[config.mk]
export PLATFORM = sky130hd
export DESIGN_NAME = dma_chan
export DESIGN_NICKNAME = d
export VERILOG_FILES = /design/src/rtl/dma_chan_pkg.sv /design/src/rtl/dma_chan_ctrl.sv /design/src/rtl/dma_chan_dp.sv /design/src/rtl/dma_chan.sv
export SDC_FILE = /design/constraint.sdc
export NUM_CORES = 1
export LEC_CHECK = 0
export BUFFER_PORTS_ARGS = -buffer_cell sky130_fd_sc_hd__buf_2
export CORE_MARGIN = 1
export CORE_UTILIZATION = 42
export CTS_BUF_LIST = sky130_fd_sc_hd__clkbuf_4 sky130_fd_sc_hd__clkbuf_8 sky130_fd_sc_hd__clkbuf_16
export DETAILED_ROUTE_END_ITERATION = 10
export PLACE_DENSITY = 0.82
export SYNTH_ARGS = -nofsm -noshare
export SYNTH_HDL_FRONTEND = slang
export SYNTH_SLANG_ARGS = --single-unit
[constraint.sdc]
create_clock -name clk -period 2.1 [get_ports clk]
set_input_delay 0.105 -clock clk [delete_from_list [all_inputs] [get_ports clk]]
set_output_delay 0.105 -clock clk [all_outputs]
set_load 0.1 [all_outputs]
[src/rtl/dma_chan_pkg.sv]
package dma_chan_pkg;

  typedef enum logic [1:0] {
    ST_IDLE   = 2'd0,
    ST_ACTIVE = 2'd1,
    ST_GAP    = 2'd2
  } dmaState_e;

  // strobes from sequencer to datapath
  typedef struct packed {
    logic busy;
    logic start;
    logic xfer;
    logic last;
  } dmaStrobe_t;

  localparam int REG_W     = 32;
  localparam int DIR_BIT   = 0;
  localparam int IE_BIT    = 1;
  localparam int GO_BIT    = 2;
  localparam int BURST_BIT = 3;
  localparam int BUSY_BIT  = 29;
  localparam int IRQ_BIT   = 30;
  localparam int DONE_BIT  = 31;

  localparam logic [1:0] SEL_ADDR  = 2'd0;
  localparam logic [1:0] SEL_COUNT = 2'd1;
  localparam logic [1:0] SEL_CTRL  = 2'd2;

endpackage

[src/rtl/dma_chan_ctrl.sv]
module dma_chan_ctrl
  import dma_chan_pkg::*;
(
  input  logic       clk,
  input  logic       rstN,
  input  logic       goReq,
  input  logic       cntZero,
  input  logic       cntOne,
  input  logic       burstMode,
  input  logic       busGnt,
  input  logic       devReady,
  output dmaStrobe_t strb,
  output logic       busReq
);

  dmaState_e stateQ, stateD;

  always_comb begin
    busReq      = (stateQ == ST_ACTIVE);
    strb.busy   = (stateQ != ST_IDLE);
    strb.start  = (stateQ == ST_IDLE) && goReq && !cntZero;
    strb.xfer   = busReq && busGnt && devReady;
    strb.last   = strb.xfer && cntOne;
  end

  always_comb begin
    stateD = stateQ;
    unique case (stateQ)
      ST_IDLE:   if (strb.start) stateD = ST_ACTIVE;
      ST_ACTIVE: begin
        if (strb.last)      stateD = ST_IDLE;
        else if (strb.xfer) stateD = burstMode ? ST_ACTIVE : ST_GAP;
      end
      ST_GAP:    stateD = ST_ACTIVE;
      default:   stateD = ST_IDLE;
    endcase
  end

  always_ff @(posedge clk) begin
    if (!rstN) stateQ <= ST_IDLE;
    else       stateQ <= stateD;
  end

  // cycle-stealing leaves a one-cycle hole after each non-final word
  p_steal_gap_r6: assert property (@(posedge clk) disable iff (!rstN)
    (strb.xfer && !strb.last && !burstMode) |=> !busReq);

  // the hole lasts one cycle only
  p_steal_resume_r6: assert property (@(posedge clk) disable iff (!rstN)
    (stateQ == ST_GAP) |=> busReq);

  // burst keeps the request
  p_burst_hold_r7: assert property (@(posedge clk) disable iff (!rstN)
    (busReq && !strb.last && burstMode) |=> busReq);

  // final word releases the bus
  p_release_r8: assert property (@(posedge clk) disable iff (!rstN)
    strb.last |=> (!busReq && !strb.busy));

  // go with nonzero count raises the request next cycle
  p_start_req_r3: assert property (@(posedge clk) disable iff (!rstN)
    strb.start |=> busReq);

endmodule

[src/rtl/dma_chan_dp.sv]
module dma_chan_dp
  import dma_chan_pkg::*;
#(
  parameter int ADDR_W = 16,
  parameter int CNT_W  = 16,
  parameter int DATA_W = 32
) (
  input  logic              clk,
  input  logic              rstN,
  input  dmaStrobe_t        strb,
  input  logic [1:0]        regSel,
  input  logic              regWr,
  input  logic [REG_W-1:0]  regWdata,
  output logic [REG_W-1:0]  regRdata,
  output logic              goReq,
  output logic              cntZero,
  output logic              cntOne,
  output logic              burstMode,
  output logic              dirRead,
  output logic [ADDR_W-1:0] memAddr,
  output logic [DATA_W-1:0] memWdata,
  input  logic [DATA_W-1:0] memRdata,
  input  logic [DATA_W-1:0] devRdData,
  output logic [DATA_W-1:0] devWrData,
  output logic              irq
);

  localparam logic [CNT_W-1:0] CNT_ONE = CNT_W'(1);

  logic [ADDR_W-1:0] addrQ;
  logic [CNT_W-1:0]  cntQ;
  logic              dirQ, ieQ, burstQ, doneQ, irqQ;
  logic              cpuWr;

  assign cpuWr     = regWr && !strb.busy;
  assign goReq     = regWr && (regSel == SEL_CTRL) && regWdata[GO_BIT];
  assign cntZero   = (cntQ == '0);
  assign cntOne    = (cntQ == CNT_ONE);
  assign burstMode = burstQ;
  assign dirRead   = dirQ;
  assign memAddr   = addrQ;
  assign memWdata  = devRdData;
  assign devWrData = memRdata;
  assign irq       = irqQ;

  always_ff @(posedge clk) begin
    if (!rstN) begin
      addrQ <= '0;
      cntQ  <= '0;
    end else if (strb.xfer) begin
      addrQ <= addrQ + ADDR_W'(1);
      cntQ  <= cntQ - CNT_ONE;
    end else if (cpuWr && regSel == SEL_ADDR) begin
      addrQ <= regWdata[ADDR_W-1:0];
    end else if (cpuWr && regSel == SEL_COUNT) begin
      cntQ  <= regWdata[CNT_W-1:0];
    end
  end

  always_ff @(posedge clk) begin
    if (!rstN) begin
      dirQ   <= 1'b0;
      ieQ    <= 1'b0;
      burstQ <= 1'b0;
      doneQ  <= 1'b0;
      irqQ   <= 1'b0;
    end else if (strb.last) begin
      doneQ <= 1'b1;
      irqQ  <= ieQ;
    end else if (cpuWr && regSel == SEL_CTRL) begin
      dirQ   <= regWdata[DIR_BIT];
      ieQ    <= regWdata[IE_BIT];
      burstQ <= regWdata[BURST_BIT];
      doneQ  <= doneQ && regWdata[DONE_BIT];
      irqQ   <= irqQ && regWdata[DONE_BIT];
    end
  end

  always_comb begin
    regRdata = '0;
    unique case (regSel)
      SEL_ADDR:  regRdata[ADDR_W-1:0] = addrQ;
      SEL_COUNT: regRdata[CNT_W-1:0]  = cntQ;
      SEL_CTRL: begin
        regRdata[DIR_BIT]   = dirQ;
        regRdata[IE_BIT]    = ieQ;
        regRdata[BURST_BIT] = burstQ;
        regRdata[BUSY_BIT]  = strb.busy;
        regRdata[IRQ_BIT]   = irqQ;
        regRdata[DONE_BIT]  = doneQ;
      end
      default: regRdata = '0;
    endcase
  end

  // each moved word takes one from the count
  p_count_step_r5: assert property (@(posedge clk) disable iff (!rstN)
    strb.xfer |=> (cntQ == $past(cntQ) - CNT_ONE));

  // and adds one to the address
  p_addr_step_r5: assert property (@(posedge clk) disable iff (!rstN)
    strb.xfer |=> (addrQ == $past(addrQ) + ADDR_W'(1)));

  // interrupt flag only alongside done
  p_irq_done_r9: assert property (@(posedge clk) disable iff (!rstN)
    irqQ |-> doneQ);

  // no CPU effect on the address or mode while busy
  p_frozen_r11: assert property (@(posedge clk) disable iff (!rstN)
    (strb.busy && !strb.xfer) |=> ($stable(addrQ) && $stable(cntQ) && $stable(burstQ) && $stable(dirQ)));

  // completion sets done
  p_done_set_r8: assert property (@(posedge clk) disable iff (!rstN)
    strb.last |=> (doneQ && cntZero));

endmodule

[src/rtl/dma_chan.sv]
module dma_chan
  import dma_chan_pkg::*;
#(
  parameter int ADDR_W = 16,
  parameter int CNT_W  = 16,
  parameter int DATA_W = 32
) (
  input  logic              clk,
  input  logic              rstN,
  input  logic [1:0]        regSel,
  input  logic              regWr,
  input  logic [31:0]       regWdata,
  output logic [31:0]       regRdata,
  output logic              busReq,
  input  logic              busGnt,
  output logic              memEn,
  output logic              memWe,
  output logic [ADDR_W-1:0] memAddr,
  output logic [DATA_W-1:0] memWdata,
  input  logic [DATA_W-1:0] memRdata,
  input  logic              devReady,
  input  logic [DATA_W-1:0] devRdData,
  output logic              devRdStb,
  output logic [DATA_W-1:0] devWrData,
  output logic              devWrStb,
  output logic              irq
);

  dmaStrobe_t strb;
  logic goReq, cntZero, cntOne, burstMode, dirRead;

  dma_chan_ctrl u_ctrl (
    .clk       (clk),
    .rstN      (rstN),
    .goReq     (goReq),
    .cntZero   (cntZero),
    .cntOne    (cntOne),
    .burstMode (burstMode),
    .busGnt    (busGnt),
    .devReady  (devReady),
    .strb      (strb),
    .busReq    (busReq)
  );

  dma_chan_dp #(
    .ADDR_W (ADDR_W),
    .CNT_W  (CNT_W),
    .DATA_W (DATA_W)
  ) u_dp (
    .clk       (clk),
    .rstN      (rstN),
    .strb      (strb),
    .regSel    (regSel),
    .regWr     (regWr),
    .regWdata  (regWdata),
    .regRdata  (regRdata),
    .goReq     (goReq),
    .cntZero   (cntZero),
    .cntOne    (cntOne),
    .burstMode (burstMode),
    .dirRead   (dirRead),
    .memAddr   (memAddr),
    .memWdata  (memWdata),
    .memRdata  (memRdata),
    .devRdData (devRdData),
    .devWrData (devWrData),
    .irq       (irq)
  );

  assign memEn    = strb.xfer;
  assign memWe    = strb.xfer && !dirRead;
  assign devRdStb = strb.xfer && !dirRead;
  assign devWrStb = strb.xfer && dirRead;

  // at most one side of the device port moves per cycle
  p_dev_onehot_r4: assert property (@(posedge clk) disable iff (!rstN)
    $onehot0({devRdStb, devWrStb}));

  // a word moves only under a granted request
  p_xfer_granted_r4: assert property (@(posedge clk) disable iff (!rstN)
    memEn |-> (busReq && busGnt && devReady));

endmodule

After elaboration in Yosys (flattened, before gate mapping) --
Cells that the tools add are included.
Operators by class: $add $sub $neg 2, eq/ne operators 8, mux-type cells 19, reductions and logical operators 28, bitwise gates (word level) 1
Operator list (number):
- 16-bit 2-to-1 mux | 5
- 12-bit case mux with 2 select lines | 1
- 16-bit by 1-bit adder with 16-bit output, second input constant | 1
- 16-bit by 1-bit == test with 1-bit output, second input constant | 1
- 16-bit logical NOT | 1
- 16-bit by 1-bit subtractor with 16-bit output, second input constant | 1
- 1-bit logical AND | 15
- 2-bit case mux with 3 select lines | 2
- 2-bit 2-to-1 mux | 4
- 2-bit nonzero test | 4
- 2-bit AND reduction | 3
- 2-bit by 1-bit == test with 1-bit output, second input constant | 2
- 2-bit == test, second input constant | 2
- 2-bit logical NOT | 2
- 1-bit 2-to-1 mux | 4
- 2-bit != test, second input constant | 2
- 1-bit logical NOT | 3
- 3-bit 2-to-1 mux | 1
- 3-bit by 1-bit != test with 1-bit output, second input constant | 1
- 1-bit case mux with 3 select lines | 1
- 1-bit case mux with 2 select lines | 1
- 1-bit inverter | 1
Word-level totals: register bits 39, output and inout port bits 118, logic and storage cells 66

Depth between registers and ports, before layout --
Gate-level depths: netlist (run 1).
depth after elaboration 7, gate-level depth with buffers 7, gate-level depth less buffers 6

Cells and area by module --
A second synthesis (run 1) with hierarchy kept.
Unflattened totals: cell total of the unflattened synthesis 407, area total of the unflattened synthesis 3273.1 sq um
Modules (own cells, without submodules):
- dma_chan_dp | instances 1, seq. area each 740.7 sq um, area an instance 3115.5 sq um, cells each 389
- dma_chan_ctrl | instances 1, seq. area each 40.0 sq um, area an instance 133.9 sq um, cells each 15
- dma_chan | instances 1, seq. area each 0.0 sq um, area an instance 23.8 sq um, cells each 3

Worst setup path before layout (run 1) --
Ideal clock, no wire load.
path type register to output, start reg u_dp.addrQ[0] (netlist: u_dp.memAddr[0]), end out regRdata[0], arrival time 3.289 ns, stages on the path, launching flop included 3, slack -1.294 ns, buffers on the path 0, data required time 1.995 ns, cell sequence dfxtp_1 mux2i_1 o21ai_0
Between the ends: cells in the longest elaborated chain, start to end 1
Ends and longest elaborated chain:
- from (decl) | line dma_chan_dp.sv:30 | logic [ADDR_W-1:0] addrQ;
- from (signal assigned) | line dma_chan_dp.sv:51 | addrQ <= addrQ + ADDR_W'(1);
- from (signal assigned) | line dma_chan_dp.sv:54 | addrQ <= regWdata[ADDR_W-1:0];
- 2-bit case mux with 3 select lines | line dma_chan_dp.sv:81 | unique case (regSel)
- to (decl) | line dma_chan.sv:13 | output logic [31:0] regRdata,
No other way between the ends.

Worst setup path after layout (run 1) --
start reg u_dp.cntQ[2], end reg u_dp.cntQ[12]
Between the ends: cells in the longest elaborated chain, start to end 2
Ends and longest elaborated chain:
- from (decl) | line dma_chan_dp.sv:31 | logic [CNT_W-1:0] cntQ;
- from (signal assigned) | line dma_chan_dp.sv:52 | cntQ <= cntQ - CNT_ONE;
- from (signal assigned) | line dma_chan_dp.sv:56 | cntQ <= regWdata[CNT_W-1:0];
- 16-bit by 1-bit subtractor with 16-bit output | line dma_chan_dp.sv:52
- 16-bit 2-to-1 mux | line dma_chan_dp.sv:50 | end else if (strb.xfer) begin
No other way between the ends. A chain may end at the register's enable or synchronous reset.

==> results of run 1 <==
==> worst max-delay path: cells and delay by family (launching register included) <==
| kind | cells | cell delay, ns |
|---|---|---|
| simple gates | 2 | 0.74 |
| compound gates | 3 | 0.65 |
| flops | 1 | 0.39 |
==> final cells by class <==
class                   instances  area, sq um  share of cell area
multi-input cells             272         1730               0.531
well taps                      96          120              0.0369
repair buffers                 80          470               0.144
flip-flops and latches         39          798               0.245
clock inverters                 3         38.8              0.0119
clock buffers                   5         68.8              0.0211
inverters                       8         30.0             0.00922
==> cell usage after synthesis, types with 4 or more instances <==
library cell / n
inv_1: 7
buf_2: 4
and4_1: 4
mux2i_1: 19
clkbuf_1: 11
a21oi_1: 30
a31oi_1: 12
and2_1: 9
nand4_1: 6
nor3_1: 12
nand3_1: 18
o21ai_0: 21
nor2_1: 45
buf_4: 80
nand2_1: 28
o211ai_1: 6
a311oi_1: 4
dfxtp_1: 39
a211oi_1: 6
==> metal layers <==
layer	up-vias	GRT usage	part of all wire
met1	1401	0.277	0.41
met4	0	0.152	0.038
met5	-	0	0
met2	177	0.348	0.47
li1	1347	-	-
met3	41	0.0528	0.085
==> sequential cells by signal, summed over array words and instances, names as in the netlist <==
signal	cells
u_ctrl.stateQ	2
u_dp.dirRead	1
u_dp.cntQ	16
u_dp.doneQ	1
u_dp.burstMode	1
u_dp.ieQ	1
u_dp.irq	1
u_dp.memAddr	16
==> kinds of logic after synthesis <==
logic type | count (synthesis) | share of synthesized area
flip-flops | 39 | 0.253
buffers and inverters | 109 | 0.238
other | 1 | 0.00122
AND/OR/NAND/NOR | 144 | 0.246
AO/OA/AOI/OAI | 92 | 0.183
adder cells (fa/ha/maj) | 3 | 0.0122
multiplexers | 20 | 0.0666
==> repair_timing <==
action,4_1_cts,5_1_grt
resized for setup,0,1
hold buffers,0,0
endpoints found under the setup margin,0,1
==> metrics by stage <==
stage          setup slack, ns  std cells
6_report                 0.220        503
5_1_grt                 0.0655        503
4_1_cts                  0.194        503
3_3_place_gp             0.268        495
2_1_floorplan         0.000680        420
3_5_place_dp             0.221        495
==> power by group through the flow <==
stage               sequential (mW)  combinational (mW)  clock (mW)
detailed placement            0.836               0.595           0
finish                        0.821               0.602       0.639
CTS                           0.819               0.599       0.635
global placement              0.834               0.588           0
floorplan                     0.913               0.986           0
global route                  0.827               0.632       0.671
==> placed cells by master (no fill, tap or decap), types with 2 or more instances in the layout <==
cell type,instances
dfxtp_4,2
and2_1,8
conb_1,13
o221ai_1,2
o22ai_1,2
nand2_1,28
nand4_1,6
a31oi_1,12
dfxtp_2,8
a21oi_1,30
a311oi_1,4
nor2_2,3
buf_12,2
nor2_4,11
a221oi_1,2
o21ai_2,2
nor3_1,12
o211ai_1,6
dfxtp_1,29
nand2_2,2
nor2b_1,3
inv_1,7
nor2_1,31
mux2i_1,19
and4_1,4
nor4_4,2
clkbuf_8,5
buf_2,62
a32oi_1,2
a211oi_1,6
nand2b_1,2
nand3_1,18
nand4b_1,2
o21ai_0,18
buf_4,16
or3_1,2
ha_1,3
==> worst paths after layout <==
check          startpoint             to  slack, ns
max          u_dp.cntQ[2]  u_dp.cntQ[12]       0.22
max reg2reg  u_dp.cntQ[2]  u_dp.cntQ[12]       0.22
min reg2reg    u_dp.doneQ     u_dp.doneQ       0.49
min           regWdata[8]   u_dp.cntQ[8]       0.05
==> metrics.md, run 1 <==
| Metric | Value |
|---|---|
| Status | `completed` |
| P per Cell Area | `633 mW/mm^2` |
| Routed vias/inst | `5.90` |
| Antenna Diode Count | `0` |
| Clk_skew | `about 0.008 ns` |
| Main synth FF type | `dfxtp_1` |
| Dpl hpwl | `a little over 6 mm` |
| Clock power share | `0.310` |
| Max-cap violations | `0` |
| Post-CTS Repair Setup Buffers | `0` |
| Top cells by area, synth | `dfxtp_1, buf_4, mux2i_1` |
| Crit share post-route | `0.895` |
| Cell Area, Placed | `0.00314 sq mm` |
| Highest fanout seen on the critical path | `7` |
| Rel. slew slack | `0.309` |
| # H-tree levels | `2` |
| Slowest cell on crit path | `nor4_4` |
| Post-route ant nets | `0` |
| Routed wire length | `approximately 8.4 mm` |
| First-pass GRT wire length | `roughly 13 mm` |
| Full die area | `0.00768 sq mm` |
| Distinct cells, synth | `50` |
| Global route overflow | `0` |
| Arrival @ worst endpoint | `2.08 ns` |
| Number of global-route vias before repair | `about 2,700` |
| Standard-cell rows | `30` |
| P_sw | `0.805 mW` |
| Share of total power in sequential cells | `0.398` |
| Worst path required time | `2.30 ns` |
| Total GRT Usage | `0.225` |
| Max IR drop VDD | `0.364 mV` |
| Clk sinks | `39` |
| Hold path cells | `3` |
| Die Y | `87.7 microns` |
| Pin count of the biggest net entering global routing | `31` |
| Antenna violations before repair | `0` |
| Post-route cell area | `roughly 0.0033 sq mm` |
| Leading area contributor after synthesis | `dfxtp_1` |
| WS Path Type | `reg2reg` |
| Switching Share | `0.390` |
| CP max stage delay | `0.49 ns` |
| Initial DRC count | `250` |
| Crit path cell chain | `nor4_4 > nand3_1 > o41ai_1 > o21ai_0 > o21a_1` |
| Post-Synthesis Cells | `408` |
| Tmin final | `1.88 ns` |
| CTS tree | `built` |
| Gp weighted congestion | `about 0.94` |
| Asr flop ratio synth | `0` |
| Seq cells post-synth | `39` |
| RSZ-0062 raised after global routing | `no` |
| Comb pwr share | `0.292` |
| Share of cells above drive strength 1 | `0.307` |
| Drt drc | `0` |
| Worst setup EP type | `flop` |
| Port Buffers | `64` |
| Overall die width | `a little under 90 microns` |
| Max Clk Rate | `0.532 GHz` |
| Seq/Total Area, Yosys | `0.253` |
| Final core occ | `0.469` |
| Worst hold path class | `in2reg` |
| Fillers | `664` |
| DR pass1 iterations | `5` |
| YS warnings | `0` |
| P_int | `around 1.3 mW` |
| Clock buffer depth | `2` |
| CP Launch Type | `flop` |
| I/O pin total | `about 220` |
| Fin. max-slew vios | `0` |
| Post-Synthesis Cell Area | `roughly 0.0031 sq mm` |
| CTS Buf Count | `5` |
| Placeable Area | `0.00694 sq mm` |
| Final TNS setup | `0 ns` |
| Final hold vios | `0` |
| Worst hold margin | `0.0523 ns` |
| Area delta synth->final | `5.68%` |
| Final setup viols | `0` |
| Post-synth top area share | `0.253` |
| Leak Pwr | `1.35 nW` |
| Final Power | `2.06 mW` |
| Initial core utilization | `0.444` |
| Vias | `2,966` |
| Least-Margin Pin Slew | `between 1 and 1.5 ns` |
| EDFF count, synth | `0` |
| Routed len/inst | `16.7 microns` |
| Clk root buf | `clkbuf_8` |
| Number of nets in the layout | `512` |
| Worst skew pair latency | `~0.31 ns` |
| Syn Area/Cell | `7.55 sq um` |
| Reg clk slew, reported paths | `0.08 ns` |
| Worst r2r path cells | `5` |
Power figures use the tool's default switching activity.
==> run 2: changes to the inputs <==
--- a/config.mk
+++ b/config.mk
@@ -5,12 +5,14 @@
 export SDC_FILE = /design/constraint.sdc
 export NUM_CORES = 1
 export LEC_CHECK = 0
+export ABC_AREA = 1
 export BUFFER_PORTS_ARGS = -buffer_cell sky130_fd_sc_hd__buf_2
 export CORE_MARGIN = 1
-export CORE_UTILIZATION = 42
+export CORE_UTILIZATION = 44
 export CTS_BUF_LIST = sky130_fd_sc_hd__clkbuf_4 sky130_fd_sc_hd__clkbuf_8 sky130_fd_sc_hd__clkbuf_16
 export DETAILED_ROUTE_END_ITERATION = 10
-export PLACE_DENSITY = 0.82
+export PLACE_DENSITY = 0.83
 export SYNTH_ARGS = -nofsm -noshare
 export SYNTH_HDL_FRONTEND = slang
+export SYNTH_HIERARCHICAL = 1
 export SYNTH_SLANG_ARGS = --single-unit
==> metrics.md, run 2 <==
| Metric | Value |
|---|---|
| Worst skew pair latency | `0.31 ns (about the same)` |
| PnR worst setup slack | `0.171 ns (was 0.220 ns)` |
| Met3 Track Usage GR | `0.0387 (was 0.0528)` |
| Final setup viols | `0 (unchanged)` |
| # H-tree levels | `2 (unchanged)` |
| YS warnings | `6 (was 0)` |
| Antenna violations before repair | `0 (unchanged)` |
| Antenna Diode Count | `0 (unchanged)` |
| Worst path required time | `2.00 ns (was 2.30 ns)` |
| Highest fanout seen on the critical path | `9 (was 7)` |
| Buffers plus inverters on the worst setup path | `4 (was 0)` |
| Fin. max-slew vios | `0 (unchanged)` |
| Overall die width | `90.5 microns (was 87.7 microns)` |
| Drt drc | `0 (unchanged)` |
| Port Buffers | `64 (unchanged)` |
| Worst setup EP type | `output pin (was flop)` |
| DR pass1 iterations | `6 (was 5)` |
| GR Util met1 | `0.275 (was 0.277)` |
| Total GRT Usage | `0.232 (was 0.225)` |
| Cell family with most CP delay | `buffers and inverters (was simple AND/OR/NAND/NOR gates)` |
| Gp weighted congestion | `0.920 (was 0.936)` |
| Commonest non-fill, non-tap cell in the layout | `nand2_1 (was buf_2)` |
| Post-route cell area | `0.00372 sq mm (was 0.00326 sq mm)` |
| Cell Count, Final, Fillers Out | `647 (was 503)` |
| M2 GR Usage | `0.389 (was 0.348)` |
| Post-Synthesis Cell Area | `0.00345 sq mm (was 0.00308 sq mm)` |
| Initial core utilization | `0.465 (was 0.444)` |
| CP max stage delay | `0.41 ns (was 0.49 ns)` |
| Placeable Area | `0.00741 sq mm (was 0.00694 sq mm)` |
| Initial DRC count | `343 (was 250)` |
| P per Cell Area | `714 mW/mm^2 (was 633 mW/mm^2)` |
| Post-CTS Repair Setup Buffers | `0 (unchanged)` |
| Dpl hpwl | `7.16 mm (was 6.20 mm)` |
| Clk_skew | `0.0137 ns (was 0.00796 ns)` |
| Syn Area/Cell | `6.26 sq um (was 7.55 sq um)` |
| Routed vias/inst | `5.47 (was 5.90)` |
| Routed wire length | `9.46 mm (was 8.42 mm)` |
| Placed Cells incl. Taps | `639 (was 495)` |
| CTS tree | `built (unchanged)` |
| Reg clk slew, reported paths | `0.08 ns (about the same)` |
| Worst hold path class | `in2reg (unchanged)` |
| Most frequent cells in the layout | `nand2_1, buf_2, nor2_1 (was buf_2, nor2_1, a21oi_1)` |
| Leak Pwr | `1.65 nW (was 1.35 nW)` |
| Routed len/inst | `14.6 microns (was 16.7 microns)` |
| Die Y | `90.5 microns (was 87.7 microns)` |
| Tmin final | `1.93 ns (was 1.88 ns)` |
| Vias | `3,541 (was 2,966)` |
| Crit share post-route | `0.918 (was 0.895)` |
| Least-Margin Pin Slew | `0.772 ns (was 1.04 ns)` |
| FF-to-FF setup slack | `0.18 ns (was 0.22 ns)` |
| Pin count of the biggest net entering global routing | `27 (was 31)` |
| WS Path Type | `reg2out (was reg2reg)` |
| Max IR drop VDD | `0.242 mV (was 0.364 mV)` |
| First-pass GRT wire length | `15.4 mm (was 13.4 mm)` |
| CP Launch Type | `flop (unchanged)` |
| Full die area | `0.00819 sq mm (was 0.00768 sq mm)` |
| Post-route ant nets | `0 (unchanged)` |
| I/O pin total | `221 (unchanged)` |
| Slowest cell on crit path | `buf_2 (was nor4_4)` |
| Number of global-route vias before repair | `3,280 (was 2,726)` |
| Status | `completed (unchanged)` |
| Number of nets in the layout | `653 (was 512)` |
| Global route overflow | `0 (unchanged)` |
| Clk sinks | `39 (unchanged)` |
| Arrival @ worst endpoint | `1.82 ns (was 2.08 ns)` |
| CTS Buf Count | `5 (unchanged)` |
| Fillers | `715 (was 664)` |
| Area delta synth->final | `7.98% (was 5.68%)` |
| Cell Area, Placed | `0.00360 sq mm (was 0.00314 sq mm)` |
| Clk root buf | `clkbuf_8 (unchanged)` |
| Crit path cell chain | `inv_2 > nor2_4 > nand2_2 > clkinvlp_4 > nand2_2 > clkinvlp_4 > buf_2 (was nor4_4 > nand3_1 > o41ai_1 > o21ai_0 > o21a_1)` |
| Max Clk Rate | `0.518 GHz (was 0.532 GHz)` |
| Share of cells above drive strength 1 | `0.277 (was 0.307)` |
| Post-Synthesis Cells | `551 (was 408)` |
| Standard-cell rows | `31 (was 30)` |
| Pre-CTS WS | `0.217 ns (was 0.221 ns)` |
| Clock buffer depth | `2 (unchanged)` |
| Final hold vios | `0 (unchanged)` |
| RSZ-0062 raised after global routing | `no (unchanged)` |
| Max-cap violations | `0 (unchanged)` |
| Rel. slew slack | `0.485 (was 0.309)` |
| Gr busiest metal | `met2 (unchanged)` |
run 2: worst paths after layout:
| path | depth (start not counted) | start | end |
|---|---|---|---|
| worst max register to register | 11 | u_dp/cntQ[10] | u_dp/dirRead |
| worst min register to register | 2 | u_dp/doneQ | u_dp/doneQ |
| worst min-delay path | 4 | devReady | u_ctrl/stateQ[0] |
| worst max-delay path | 7 | u_ctrl/stateQ[0] | devWrStb |
run 2: final cells by class:
| cell class | count | area (sq um) | share of cell area |
|---|---|---|---|
| Sequential cell | 39 | 786 | 0.211 |
| Inverter | 62 | 253 | 0.0679 |
| Tap cell | 99 | 124 | 0.0333 |
| Multi-Input combinational cell | 368 | 2010 | 0.541 |
| Timing Repair Buffer | 71 | 430 | 0.116 |
| Clock buffer | 6 | 82.6 | 0.0222 |
| Clock inverter | 2 | 35.0 | 0.00941 |
run 2: layer usage:
layer | part of all wire | vias to the layer above
li1 | - | 1655
met1 | 0.38 | 1596
met2 | 0.49 | 233
met3 | 0.094 | 57
met4 | 0.038 | 0
met5 | 0 | -
run 2: timing repair:
action                     in CTS  in global routing
setup endpoints to repair       0                  2
hold buffers                    0                  0
resized for setup               0                  1
run 2: power breakdown:
group          internal [mW]  switching [mW]  total [mW]
Combinational          0.254           0.862        1.12
Clock                  0.385           0.292       0.677
Sequential             0.794          0.0734       0.867
run 2: worst register-to-register path, stage by stage (launching register included):
cell	delay (ns)
dfxtp_1	0.37
nor2_2	0.22
nand4_1	0.17
nor3_1	0.18
buf_4	0.16
nand3_2	0.08
inv_1	0.07
inv_1	0.06
nand3_1	0.16
clkinv_1	0.16
o21ai_1	0.16
a21oi_1	0.05
run 2: per-stage QoR:
step	setup TNS [ns]	power, mW	hold slack [ns]	util
final	0	2.66	0.0705	0.503
after global routing	0	2.79	0.0864	0.503
after CTS	0	2.66	0.0713	0.502
after detailed placement	0	1.98	0.211	0.486
after global placement	0	1.96	0.211	0.486
after floorplan	-4.95	2.40	0.237	-
